[src/rtl/ir_rx_pkg.sv]
package ir_rx_pkg;
  typedef enum logic [1:0] {
    ST_WAIT   = 2'd0,
    ST_LDR_LO = 2'd1,
    ST_LDR_HI = 2'd2,
    ST_DATA   = 2'd3
  } rx_state_e;

  function automatic logic [31:0] sat_inc32(input logic [31:0] v, input int unsigned w);
    logic [31:0] lim;
    lim = (w >= 32) ? 32'hFFFF_FFFF : ((32'd1 << w) - 32'd1);
    return (v >= lim) ? lim : v + 32'd1;
  endfunction
endpackage

[src/rtl/ir_tick_gen.sv]
module ir_tick_gen #(
  parameter int TICK_DIV = 4
) (
  input  logic clk,
  input  logic rst_n,
  output logic tick
);
  localparam int DW = (TICK_DIV > 2) ? $clog2(TICK_DIV) : 1;
  localparam logic [DW-1:0] LAST = DW'(TICK_DIV - 1);

  logic [DW-1:0] div_q;

  always_ff @(posedge clk or negedge rst_n) begin
    if (!rst_n)            div_q <= '0;
    else if (div_q == LAST) div_q <= '0;
    else                   div_q <= div_q + 1'b1;
  end

  assign tick = (div_q == LAST);
endmodule

[src/rtl/ir_line_sampler.sv]
module ir_line_sampler (
  input  logic clk,
  input  logic rst_n,
  input  logic tick,
  input  logic ir_in,
  output logic fall,
  output logic rise,
  output logic line_low
);
  logic line_q;

  always_ff @(posedge clk or negedge rst_n) begin
    if (!rst_n)    line_q <= 1'b1;
    else if (tick) line_q <= ir_in;
  end

  assign fall     = tick &  line_q & ~ir_in;
  assign rise     = tick & ~line_q &  ir_in;
  assign line_low = ~ir_in;
endmodule

[src/rtl/ir_frame_ctrl.sv]
module ir_frame_ctrl
  import ir_rx_pkg::*;
#(
  parameter int CNT_W = 12
) (
  input  logic             clk,
  input  logic             rst_n,
  input  logic             tick,
  input  logic             fall,
  input  logic             rise,
  input  logic             line_low,
  input  logic [CNT_W-1:0] cfg_ldr_lo_min,
  input  logic [CNT_W-1:0] cfg_ldr_lo_max,
  input  logic [CNT_W-1:0] cfg_ldr_hi_min,
  input  logic [CNT_W-1:0] cfg_ldr_hi_max,
  input  logic [CNT_W-1:0] cfg_bit_thr,
  input  logic [CNT_W-1:0] cfg_max_cycle,
  input  logic [CNT_W-1:0] cfg_low_limit,
  output logic             start_frame,
  output logic             take_bit,
  output logic             bit_val,
  output logic             fin_max,
  output logic             fin_low,
  output logic             irq_leader,
  output logic             irq_maxcyc
);
  rx_state_e        state_q;
  logic [CNT_W-1:0] per_q, low_q;
  logic [CNT_W-1:0] per_nx, low_nx;
  logic             lo_ok, hi_ok, in_data;

  assign per_nx  = CNT_W'(sat_inc32(32'(per_q), CNT_W));
  assign low_nx  = line_low ? CNT_W'(sat_inc32(32'(low_q), CNT_W)) : '0;
  assign lo_ok   = (per_q >= cfg_ldr_lo_min) && (per_q <= cfg_ldr_lo_max);
  assign hi_ok   = (per_q >= cfg_ldr_hi_min) && (per_q <= cfg_ldr_hi_max);
  assign in_data = (state_q == ST_DATA);

  assign start_frame = fall && (state_q == ST_LDR_HI) && hi_ok;
  assign take_bit    = fall && in_data;
  assign bit_val     = (per_q >= cfg_bit_thr);
  assign fin_low     = tick && in_data && !fall && (low_nx > cfg_low_limit);
  assign fin_max     = tick && in_data && !fall && !fin_low && (per_nx >= cfg_max_cycle);

  always_ff @(posedge clk or negedge rst_n) begin
    if (!rst_n) begin
      state_q <= ST_WAIT;
      per_q   <= '0;
      low_q   <= '0;
    end else if (tick) begin
      unique case (state_q)
        ST_WAIT: begin
          if (fall) begin
            state_q <= ST_LDR_LO;
            per_q   <= CNT_W'(1);
          end
        end
        ST_LDR_LO: begin
          if (rise) begin
            state_q <= lo_ok ? ST_LDR_HI : ST_WAIT;
            per_q   <= CNT_W'(1);
          end else if (per_nx > cfg_ldr_lo_max) begin
            state_q <= ST_WAIT;
          end else begin
            per_q <= per_nx;
          end
        end
        ST_LDR_HI: begin
          if (fall) begin
            state_q <= hi_ok ? ST_DATA : ST_LDR_LO;
            per_q   <= CNT_W'(1);
            low_q   <= CNT_W'(1);
          end else if (per_nx > cfg_ldr_hi_max) begin
            state_q <= ST_WAIT;
          end else begin
            per_q <= per_nx;
          end
        end
        ST_DATA: begin
          if (fall) begin
            per_q <= CNT_W'(1);
            low_q <= CNT_W'(1);
          end else if (fin_low || fin_max) begin
            state_q <= ST_WAIT;
          end else begin
            per_q <= per_nx;
            low_q <= low_nx;
          end
        end
        default: state_q <= ST_WAIT;
      endcase
    end
  end

  always_ff @(posedge clk or negedge rst_n) begin
    if (!rst_n) begin
      irq_leader <= 1'b0;
      irq_maxcyc <= 1'b0;
    end else begin
      irq_leader <= start_frame;
      irq_maxcyc <= fin_max;
    end
  end
endmodule

[src/rtl/ir_bit_store.sv]
module ir_bit_store #(
  parameter int MAX_BITS = 72,
  localparam int BC_W = $clog2(MAX_BITS + 1)
) (
  input  logic                clk,
  input  logic                rst_n,
  input  logic                start_frame,
  input  logic                take_bit,
  input  logic                bit_val,
  input  logic                fin_max,
  input  logic                fin_low,
  output logic                frame_done,
  output logic [MAX_BITS-1:0] rx_data,
  output logic [BC_W-1:0]     bit_count,
  output logic                end_low,
  output logic                overflow
);
  localparam logic [BC_W-1:0] FULL = BC_W'(MAX_BITS);

  logic [MAX_BITS-1:0] acc_q;
  logic [BC_W-1:0]     cnt_q;
  logic                ovf_q;

  always_ff @(posedge clk or negedge rst_n) begin
    if (!rst_n) begin
      acc_q <= '0;
      cnt_q <= '0;
      ovf_q <= 1'b0;
    end else if (start_frame) begin
      acc_q <= '0;
      cnt_q <= '0;
      ovf_q <= 1'b0;
    end else if (take_bit) begin
      if (cnt_q < FULL) begin
        acc_q[cnt_q] <= bit_val;
        cnt_q        <= cnt_q + 1'b1;
      end else begin
        ovf_q <= 1'b1;
      end
    end
  end

  always_ff @(posedge clk or negedge rst_n) begin
    if (!rst_n) begin
      frame_done <= 1'b0;
      rx_data    <= '0;
      bit_count  <= '0;
      end_low    <= 1'b0;
      overflow   <= 1'b0;
    end else begin
      frame_done <= fin_max | fin_low;
      if (fin_max | fin_low) begin
        rx_data   <= acc_q;
        bit_count <= cnt_q;
        end_low   <= fin_low;
        overflow  <= ovf_q;
      end
    end
  end
endmodule

[src/rtl/ir_pulse_rx.sv]
module ir_pulse_rx #(
  parameter int TICK_DIV = 4,
  parameter int CNT_W    = 12,
  parameter int MAX_BITS = 72,
  localparam int BC_W    = $clog2(MAX_BITS + 1)
) (
  input  logic                clk,
  input  logic                rst_n,
  input  logic                ir_in,
  input  logic [CNT_W-1:0]    cfg_ldr_lo_min,
  input  logic [CNT_W-1:0]    cfg_ldr_lo_max,
  input  logic [CNT_W-1:0]    cfg_ldr_hi_min,
  input  logic [CNT_W-1:0]    cfg_ldr_hi_max,
  input  logic [CNT_W-1:0]    cfg_bit_thr,
  input  logic [CNT_W-1:0]    cfg_max_cycle,
  input  logic [CNT_W-1:0]    cfg_low_limit,
  output logic                irq_leader,
  output logic                irq_maxcyc,
  output logic                frame_done,
  output logic [MAX_BITS-1:0] rx_data,
  output logic [BC_W-1:0]     bit_count,
  output logic                end_low,
  output logic                overflow
);
  logic tick_w, fall_w, rise_w, low_w;
  logic start_w, take_w, bitv_w, fmax_w, flow_w;

  ir_tick_gen #(.TICK_DIV(TICK_DIV)) u_tick (
    .clk(clk), .rst_n(rst_n), .tick(tick_w)
  );

  ir_line_sampler u_line (
    .clk(clk), .rst_n(rst_n), .tick(tick_w), .ir_in(ir_in),
    .fall(fall_w), .rise(rise_w), .line_low(low_w)
  );

  ir_frame_ctrl #(.CNT_W(CNT_W)) u_ctrl (
    .clk(clk), .rst_n(rst_n), .tick(tick_w),
    .fall(fall_w), .rise(rise_w), .line_low(low_w),
    .cfg_ldr_lo_min(cfg_ldr_lo_min), .cfg_ldr_lo_max(cfg_ldr_lo_max),
    .cfg_ldr_hi_min(cfg_ldr_hi_min), .cfg_ldr_hi_max(cfg_ldr_hi_max),
    .cfg_bit_thr(cfg_bit_thr), .cfg_max_cycle(cfg_max_cycle),
    .cfg_low_limit(cfg_low_limit),
    .start_frame(start_w), .take_bit(take_w), .bit_val(bitv_w),
    .fin_max(fmax_w), .fin_low(flow_w),
    .irq_leader(irq_leader), .irq_maxcyc(irq_maxcyc)
  );

  ir_bit_store #(.MAX_BITS(MAX_BITS)) u_store (
    .clk(clk), .rst_n(rst_n),
    .start_frame(start_w), .take_bit(take_w), .bit_val(bitv_w),
    .fin_max(fmax_w), .fin_low(flow_w),
    .frame_done(frame_done), .rx_data(rx_data), .bit_count(bit_count),
    .end_low(end_low), .overflow(overflow)
  );
endmodule

[config.mk]
export PLATFORM = sky130hd
export DESIGN_NAME = ir_pulse_rx
export DESIGN_NICKNAME = d
export VERILOG_FILES = /design/src/rtl/ir_rx_pkg.sv /design/src/rtl/ir_tick_gen.sv /design/src/rtl/ir_line_sampler.sv /design/src/rtl/ir_frame_ctrl.sv /design/src/rtl/ir_bit_store.sv /design/src/rtl/ir_pulse_rx.sv
export SDC_FILE = /design/constraint.sdc
export NUM_CORES = 1
export LEC_CHECK = 0
export BUFFER_PORTS_ARGS = -buffer_cell sky130_fd_sc_hd__buf_2
export CAP_MARGIN = 10
export CELL_PAD_IN_SITES_DETAIL_PLACEMENT = 1
export CELL_PAD_IN_SITES_GLOBAL_PLACEMENT = 2
export CORE_ASPECT_RATIO = 1.75
export CORE_UTILIZATION = 34
export CTS_CLUSTER_SIZE = 8
export DETAILED_ROUTE_END_ITERATION = 10
export PLACE_DENSITY = 0.78
export SYNTH_ARGS = -nofsm -noshare
export SYNTH_HDL_FRONTEND = slang
export SYNTH_SLANG_ARGS = --single-unit
[constraint.sdc]
create_clock -name clk -period 3.9 [get_ports clk]
set_clock_uncertainty 0.15 [all_clocks]
set_input_delay 0.39 -clock clk [delete_from_list [all_inputs] [get_ports clk]]
set_output_delay 0.39 -clock clk [all_outputs]
set_load 0.005 [all_outputs]
== Word-level counts from Yosys, hierarchy flattened ==
Cells that the tools add are included.

* Add/subtract/negate cells: 4
* Magnitude comparators: 14
* Equality and inequality tests: 14
* Multiplexer cells: 37
* Bitwise logic cells: 7
* Reduce and logical (&&, ||, !) cells: 23

{| class="wikitable"
|+ Operators with widths
! cell !! count
|-
| $mux 72 || 3
|-
| $mux 12 || 12
|-
| $bwmux 72 || 1
|-
| $ge 12x12->1 || 4
|-
| $pmux 12 s4 || 1
|-
| $gt 12x12->1 || 3
|-
| $add 12x1->12 const B || 2
|-
| $ge 12x12->1 const B || 2
|-
| $le 12x12->1 || 2
|-
| $pmux 12 s2 || 1
|-
| $mux 7 || 3
|-
| $mux 2 || 10
|-
| $ne 3x2->1 const B || 4
|-
| $logic_and 1x1->1 || 11
|-
| $lt 7x8->1 const B || 1
|-
| $pmux 2 s4 || 1
|-
| $add 7x1->7 const B || 1
|-
| $demux 1 s7 || 1
|-
| $ge 7x1->1 const B || 1
|-
| $lt 7x7->1 const B || 1
|-
| $eq 2x2->1 const B || 3
|-
| $ne 2x2->1 const B || 3
|-
| $reduce_and 6->1 || 1
|-
| $reduce_bool 2->1 || 3
|-
| other kinds (14) || 24
|}

* Bits in registers: 193
* Bits of input ports: 87
* Output and inout bits: 84
* Logic and storage cells: 114

== Longest topological paths before layout ==
Gate-level depths: netlist of the first run.

* Depth after elaboration: 13
* Gate-level depth with buffers: 15
* Depth with buffers taken out: 14

== By module ==
Synthesis of the first run repeated with hierarchy kept, for this count alone.

* Cell total of the unflattened synthesis: 1148
* Area total of the unflattened synthesis: 11777.5 um^2

{| class="wikitable"
|+ Modules (own cells, without submodules)
! module !! instances !! cells each !! area an instance (um^2) !! sequential area each (um^2)
|-
| ir_bit_store || 1 || 574 || 7209.4 || 4053.9
|-
| ir_frame_ctrl || 1 || 565 || 4436.8 || 700.7
|-
| ir_tick_gen || 1 || 4 || 66.3 || 50.0
|-
| ir_line_sampler || 1 || 5 || 65.1 || 26.3
|}

== Worst setup path after synthesis of the first run ==
Ideal clock, no wire load.

* Path kind: register to register
* From: register u_ctrl.low_q[0]
* To: register u_store.bit_count[3]
* Setup time: 0.128 ns
* Arrival time: 3.736 ns
* Required time: 3.622 ns
* Setup slack: -0.114 ns
* Stages on the path, launching flop included: 15
* Buffers on the path: 2
* Clock period less this slack: 4.014 ns
* Cells stage by stage: dfrtp_1 > ha_1 > and3_1 > nand3_1 > or4_1 > clkbuf_1 > a21oi_1 > ha_1 > and2_0 > a221o_1 > a2111o_1 > a21oi_4 > nor2_2 > buf_2 > mux2_1

* Cells in the longest elaborated chain, start to end: 9
* Elaborated cells on any way between the ends: 10
* Classes of those cells: add/sub: 1; order compare: 2; mux: 2; bitwise: 1; reduce/logical: 4

{| class="wikitable"
|+ Ends and longest elaborated chain
! item !! line !! text
|-
| start: declaration || ir_frame_ctrl.sv:28 || <nowiki>logic [CNT_W-1:0] per_q, low_q;</nowiki>
|-
| start signal: assignment || ir_frame_ctrl.sv:86 || <nowiki>low_q <= low_nx;</nowiki>
|-
| $add 12x1->12 / $ge 12x12->1 (equally long branches) || ir_rx_pkg.sv:12 || <nowiki>return (v >= lim) ? lim : v + 32'd1;</nowiki>
|-
| $mux 12 * || ir_rx_pkg.sv:12 ||
|-
| $mux 12 * || ir_frame_ctrl.sv:33 || <nowiki>assign low_nx = line_low ? CNT_W'(sat_inc32(32'(low_q), CNT_W)) : '0;</nowiki>
|-
| $gt 12x12->1 * || ir_frame_ctrl.sv:41 || <nowiki>assign fin_low = tick && in_data && !fall && (low_nx > cfg_low_limit);</nowiki>
|-
| $logic_and 1x1->1 * || ir_frame_ctrl.sv:41 ||
|-
| $logic_not 1->1 || ir_frame_ctrl.sv:42 || <nowiki>assign fin_max = tick && in_data && !fall && !fin_low && (per_nx >= cfg_max_cycle);</nowiki>
|-
| $logic_and 1x1->1 (2 in series) || ir_frame_ctrl.sv:42 ||
|-
| $or 1x1->1 * || ir_bit_store.sv:52 || <nowiki>if (fin_max | fin_low) begin</nowiki>
|-
| end signal: assignment || ir_bit_store.sv:54 || <nowiki>bit_count <= cnt_q;</nowiki>
|-
| end: declaration || ir_bit_store.sv:14 || <nowiki>output logic [BC_W-1:0] bit_count,</nowiki>
|}

Every way passes the cells marked *; elsewhere a longest branch is shown, timed or not.
A chain may end at the register's enable or synchronous reset.

== Worst setup path in the final report of the first run ==
* From: register u_ctrl.low_q[1]
* To: register u_store.rx_data[43]

* Cells in the longest elaborated chain, start to end: 9
* Elaborated cells on any way between the ends: 10
* Classes of those cells: add/sub: 1; order compare: 2; mux: 2; bitwise: 1; reduce/logical: 4

{| class="wikitable"
|+ Ends and longest elaborated chain
! item !! line !! text
|-
| $add 12x1->12 / $ge 12x12->1 (equally long branches) || ir_rx_pkg.sv:12 ||
|-
| $mux 12 * || ir_rx_pkg.sv:12 ||
|-
| $mux 12 * || ir_frame_ctrl.sv:33 ||
|-
| $gt 12x12->1 * || ir_frame_ctrl.sv:41 ||
|-
| $logic_and 1x1->1 * || ir_frame_ctrl.sv:41 ||
|-
| $logic_not 1->1 || ir_frame_ctrl.sv:42 ||
|-
| $logic_and 1x1->1 (2 in series) || ir_frame_ctrl.sv:42 ||
|-
| $or 1x1->1 * || ir_bit_store.sv:52 ||
|-
| end signal: assignment || ir_bit_store.sv:53 || <nowiki>rx_data <= acc_q;</nowiki>
|-
| end: declaration || ir_bit_store.sv:13 || <nowiki>output logic [MAX_BITS-1:0] rx_data,</nowiki>
|}

Marks and branches as above.

==> results of run 1 <==
-- power breakdown --
group	switching, W	internal (W)
sequential	0.0000631	0.00203
clock	0.000834	0.000988
combinational	0.000591	0.000372
total	0.00149	0.00339
-- stage by stage --
stage	setup WS, ps	cell area, µm²	util (%)	std cells	hold slack (ps)
final	-47.3	14400	42.7	1758	266
after CTS	-18.4	14100	42.0	1749	258
after detailed placement	-267	13400	39.8	1710	284
after floorplan	1.22	11600	-	1081	-55.6
after global routing	-139	14400	42.7	1758	323
after global placement	-150	13400	39.8	1710	263
-- sequential cells by signal, indices dropped and copies added (netlist names), 2 cells and up --
register	cells
u_ctrl.low_q	12
u_store.acc_q	72
u_tick.div_q	2
u_store.rx_data	72
u_store.bit_count	7
u_ctrl.state_q	2
u_store.cnt_q	7
u_ctrl.per_q	12
-- cell usage after synthesis, types with 6 or more instances --
cell type,instances
dfrtp_1,192
ha_1,112
inv_1,96
mux2_1,78
o311a_1,71
a41o_1,62
nand2_1,59
a21oi_1,44
clkbuf_1,32
buf_2,29
nand3_1,25
nor2_1,23
o21ai_0,19
nand4_1,18
nor2b_1,17
nor3_1,14
a21o_1,12
a32o_1,12
xnor2_1,12
a31oi_1,11
and2_1,11
nand2b_1,11
buf_1,10
mux2i_1,10
a31o_2,9
and3_1,9
o211ai_1,8
mux2_2,6
-- worst min-delay path, stage by stage --
cell and delay (ps):
buf_2 220, nand2_1 150, o21ai_0 90
-- routing by layer --
| metal | wire, µm | share of wire, % |
|---|---|---|
| met5 | 0 | 0 |
| met4 | 1310 | 3.5 |
| met3 | 987 | 2.6 |
| met2 | 21100 | 56 |
| met1 | 14200 | 38 |
-- kinds of logic after synthesis --
| logic type | Yosys count | share of synthesized area, % |
|---|---|---|
| AO/OA/AOI/OAI | 288 | 20.9 |
| XOR/XNOR | 13 | 0.983 |
| adder cells (fa/ha/maj) | 112 | 12.1 |
| buffers and inverters | 169 | 5.86 |
| flip-flops | 193 | 41.7 |
| multiplexers | 94 | 9.03 |
| AND/OR/NAND/NOR | 212 | 9.43 |
-- worst max path at each step --
| stage | endpoint | slack (ps) | depth (start not counted) |
|---|---|---|---|
| CTS | u_ctrl.per_q[0] | -20 | 15 |
| finish | u_store.rx_data[43] | -50 | 14 |
| global placement | u_ctrl.low_q[11] | -150 | 13 |
| global route | u_store.rx_data[29] | -140 | 14 |
| detailed placement | u_ctrl.low_q[8] | -270 | 13 |
| floorplan | u_store.bit_count[3] | 1 | 14 |
-- final cells by class --
| cell class | instances | area, µm² | area share (%) |
|---|---|---|---|
| clock buffers | 19 | 443 | 3.09 |
| clock inverters | 13 | 165 | 1.15 |
| inverters | 97 | 364 | 2.54 |
| multi-input cells | 719 | 6250 | 43.6 |
| flip-flops and latches | 193 | 4830 | 33.6 |
| well taps | 455 | 569 | 3.97 |
| repair buffers | 262 | 1730 | 12.1 |
-- timing repair --
item,4_1_cts,5_1_grt
cloned,1,4
resized for setup,14,31
setup buffers,5,8
pin swaps,6,12
setup endpoints to repair,105,104
endpoints found under the hold margin,88,0
hold buffers,1,0
==> out/metrics.yaml, run 1 <==
grt_use_total_pct: 22.1
synthTopCellsByArea: "dfrtp_1 (41%), ha_1 (12%), mux2_1 (7.6%), o311a_1 (6.1%), a41o_1 (5.4%)"
hold_violations: 0
grt_overflow: 0
status: "complete, but fails checks"
row_count: 89
grt_pass1_vias: 10400
worstReg2RegEnd: "u_store.rx_data[43]"
clk_pin_slew_ps: 70
cp_slowest_stage_delay_ps: 500
worstMarginPinSlew_ps: 1160
io_buffers: 170
worstPathCellList: "ha_2 > and3_4 > nand3_2 > or4_4 > a21oi_2 > ha_1 > a21o_1 > a221o_1 > a2111o_1 > a21oi_4 > nor2_4 > buf_4 > clkbuf_16 > mux2_4"
vias: 9734
synth-edff-count: 0
mostFrequentLayoutCells: "dfrtp_1 (192), buf_2 (169), ha_1 (111)"
fill_cells: 3782
insertion_delay_ps: 450
synth_flop_cell: "dfrtp_1"
syn-num-nets: 1280
hold_class: "in2reg"
fin_ws_ps: -47.3
die_width_um: 142
clock-sinks: 193
cp_top_family: "compound AO/OA/AOI/OAI gates"
grt_max_degree: 93
drc: 0
htree_levels: 4
peakVddDrop_v: 0.000290
worstPathMaxFanout: 7
ant_nets: 0
fmax_ghz: 0.253
cts_root_buf: "clkbuf_16"
min_to: "u_line.line_q"
critPathSlowestCell: "or4_4"
drive_above_1_share_pct: 27.3
start_util_pct: 34.4
critPathLaunch: "u_ctrl.low_q[1]"
async_flop_share_pct: 100
die_h_um: 246
setup_viol: 45
crit_type: "reg2reg"
mostFrequentLayoutCell: "dfrtp_1"
finalSetupTns_ps: -959
power_density_nw_per_um2: 340
grt_use_met1_pct: 24.0
start_kind: "register"
syn-cell-area_um2: 11600
cp.required_ps: 4090
yosysTopAreaCellShare_pct: 41.5
syn_avg_cell_area_um2: 10.7
hold_start: "ir_in"
place_congestion: 0.839
grt_first_pass_wirelength_um: 58300
cts_tree: "built"
pin_count: 171
r2r_cells: 14
p_total_w: 0.00488
leakagePower_nw: 8.05
crit_buf_inv: 2
holdPathStages: 3
dieArea_um2: 34800
syn2layout_area_growth_pct: 23.9
viasPerCell: 5.54
violations: "negative setup slack"
hpwl_um: 27600
r2r_slack_ps: -50
drtIter0Drc: 469
final_nets: 1489
arrival_ps: 4140
fin_crit_sh_pct: 101
end_kind: "register"
wl_um: 37700
slew_violations: 0
drtPass1Iterations: 4
antenna_found_initial: 0
met3_usage_pct: 3.03
synth-seq-area-share_pct: 41.7
wl_per_cell_um: 21.4
period_needed_ps: 3950
yosys.area.top_type: "dfrtp_1"
ys_ff_latch: 193
cts_buffer_depth: 2
busiest_layer: "met2"
use_met2_pct: 42.3
netlist_instances: 1081
ys_types: 65
rsz0062_at_grt: "yes"
cts-buffers-inserted: 17
synth_warnings: 0
maxSlewHeadroom_pct: 21.8
antennaDiodeCount: 0
maxCapViolCount: 0
core_um2: 33600
timing.rr.start: "u_ctrl.low_q[1]"
Note: power is estimated with default switching activity, not from simulation.
==> run 2: changes to the inputs <==
--- a/config.mk
+++ b/config.mk
@@ -5,14 +5,14 @@
 export SDC_FILE = /design/constraint.sdc
 export NUM_CORES = 1
 export LEC_CHECK = 0
-export BUFFER_PORTS_ARGS = -buffer_cell sky130_fd_sc_hd__buf_2
 export CAP_MARGIN = 10
 export CELL_PAD_IN_SITES_DETAIL_PLACEMENT = 1
 export CELL_PAD_IN_SITES_GLOBAL_PLACEMENT = 2
 export CORE_ASPECT_RATIO = 1.75
-export CORE_UTILIZATION = 34
+export CORE_UTILIZATION = 38
 export CTS_CLUSTER_SIZE = 8
 export DETAILED_ROUTE_END_ITERATION = 10
+export DONT_BUFFER_PORTS = 1
 export PLACE_DENSITY = 0.78
 export SYNTH_ARGS = -nofsm -noshare
 export SYNTH_HDL_FRONTEND = slang
==> run 2 against run 1 <==
Compared with the run above:
- the run ends with negative hold slack left
- setup slack improved by 73 ps
- first-iteration DRC count rose by 1.3%
- cell area fell by 7.0%
- non-clock buffer count fell by 187
- via count fell by 5.7%
- largest cell class unchanged
==> out/metrics.yaml, run 2 (synthesized netlist as in run 1, its figures left out) <==
ant_nets: 0  # unchanged
worstMarginPinSlew_ps: 1140  # -27.7 ps
p_total_w: 0.00480  # -1.7%
htree_levels: 4  # unchanged
hold_violations: 193  # +193
pin_count: 171  # unchanged
slew_violations: 0  # unchanged
grt_max_degree: 194  # +110%
antennaDiodeCount: 0  # unchanged
hold_class: "in2async"
cts_tree: "built"
io_buffers: 0  # -100%
worstReg2RegEnd: "u_store.rx_data[56]"
drc: 0  # unchanged
mostFrequentLayoutCell: "dfrtp_1"
core_um2: 30100  # -11%
cts_root_buf: "clkbuf_16"
crit_cells: 13  # -1
reg.largest.list: "u_store.acc_q (72), u_store.rx_data (72)"
peakVddDrop_v: 0.000335  # +15%
end_kind: "register"
start_kind: "register"
power_density_nw_per_um2: 359  # +5.7%
r2r_slack_ps: 30  # +70 ps
clock-sinks: 193  # unchanged
die_h_um: 233  # -5.4%
critPathSlowestCell: "or4_4"
viasPerCell: 6.11  # +10%
grt_first_pass_wirelength_um: 56400  # -3.2%
worstPathMaxFanout: 29  # +22
maxSlewHeadroom_pct: 24.0  # +2.2 points
vias: 9184  # -5.7%
mostFrequentLayoutCells: "dfrtp_1 (192), ha_1 (110), inv_1 (96)"
multi_input_area_um2: 6350  # +1.5%
final_nets: 1303  # -12%
leakagePower_nw: 7.13  # -11%
cts_buffer_depth: 2  # unchanged
die_width_um: 134  # -5.3%
postCtsHoldBufs: 1  # unchanged
fmax_ghz: 0.258  # +1.9%
cp_top_family: "compound AO/OA/AOI/OAI gates"
final_core_util_pct: 44.4  # +1.7 points
r2r_cells: 13  # -1
worstPathCellList: "ha_2 > and3_4 > nand3_2 > or4_4 > a21oi_2 > ha_1 > and2_4 > a221o_1 > a2111o_1 > a21oi_4 > nor2_4 > buf_12 > mux2_1"
hpwl_um: 26200  # -5.1%
final_area_um2: 13400  # -7.0%
rsz0062_at_grt: "yes"
grt_overflow: 0  # unchanged
clk_pin_slew_ps: 70  # about the same
period_needed_ps: 3870  # -73.4 ps
cp.required_ps: 4070  # -20 ps
row_count: 84  # -5.6%
cp_slowest_stage_delay_ps: 520  # +20 ps
maxCapViolCount: 0  # unchanged
pre_cts_slack_ps: -258  # +8.74 ps
fin_crit_sh_pct: 99.3  # -1.9 points
grt_use_total_pct: 24.0  # +1.8 points
fill_cells: 3292  # -13%
start_util_pct: 38.5  # +4.1 points
fin_ws_ps: 26.2  # +73.4 ps
dpl_cell_area_um2: 12400  # -7.2%
wl_um: 36700  # -2.5%
antenna_found_initial: 0  # unchanged
seqCellArea_um2: 4830  # unchanged
timing.rr.start: "u_ctrl.low_q[0]"
place_congestion: 0.855  # +1.9%
grt_pass1_vias: 9843  # -5.2%
status: "complete, but fails checks"
drtIter0Drc: 475  # +1.3%
syn2layout_area_growth_pct: 15.3
hold_ws_ps: -509  # -775 ps
arrival_ps: 4050  # -90 ps
wl_per_cell_um: 24.4  # +14%
violations: "negative hold slack"
drtPass1Iterations: 4  # unchanged
crit_type: "reg2reg"
insertion_delay_ps: 440  # about the same
crit_buf_inv: 1  # -1
drive_above_1_share_pct: 16.8  # -10 points
cts-buffers-inserted: 17  # unchanged
setup_viol: 0  # -100%
dieArea_um2: 31200  # -10%
==> run 2: cell count changes in the layout (fill, tap and decap cells not counted), moves of 4 or more <==
cell,before,now
buf_12,5,9
buf_2,169,0
buf_4,76,60
mux2_1,65,45
mux2_4,13,33
==> run 2: area by class of cell <==
cell class | count | share of cell area [%]
clock buffer | 21 | 3.52
clock inverter | 11 | 1.06
inverter | 97 | 2.73
multi-input combinational | 720 | 47.6
sequential | 193 | 36.2
tap | 387 | 3.63
timing repair buffer | 75 | 5.32
==> run 2: timing repair <==
| action | CTS | global route |
|---|---|---|
| gates cloned | 2 | 1 |
| resized for setup | 17 | 43 |
| endpoints found under the hold margin | 201 | 193 |
| setup buffers | 3 | 0 |
| pin swaps | 5 | 8 |
| setup endpoints to repair | 104 | 104 |
==> run 2: power by group <==
group / internal (W) / total, W / switching, W
clock: 0.00102 / 0.00183 / 0.000815
combinational: 0.000325 / 0.000869 / 0.000544
sequential: 0.00203 / 0.00210 / 0.0000640
==> run 2: worst max-delay path by stage <==
stage	start	to	slack, ps
3_3_place_gp	u_ctrl.low_q[0]	u_ctrl.per_q[10]	-160
3_5_place_dp	u_ctrl.low_q[0]	u_store.rx_data[62]	-260
6_report	u_ctrl.low_q[0]	u_store.rx_data[56]	30
5_1_grt	u_ctrl.low_q[1]	u_store.rx_data[58]	-90
4_1_cts	u_ctrl.low_q[0]	u_ctrl.per_q[4]	1
2_1_floorplan	u_ctrl.low_q[0]	u_store.bit_count[3]	1
==> run 2: layer usage <==
metal / vias up / wire (µm) / track usage, % / share of wire [%]
li1: 4151 / - / - / -
met1: 4757 / 13500 / 25.3 / 37
met2: 210 / 20700 / 45.6 / 56
met3: 66 / 1230 / 3.77 / 3.3
met4: 0 / 1320 / 11.3 / 3.6
met5: - / 0 / 0 / 0
==> run 2: per-stage QoR <==
stage,setup TNS (ps),instances
floorplan,0,1081
global placement,-12250,1465
detailed placement,-21070,1465
CTS,0,1503
global route,-5670,1504
finish,0,1504
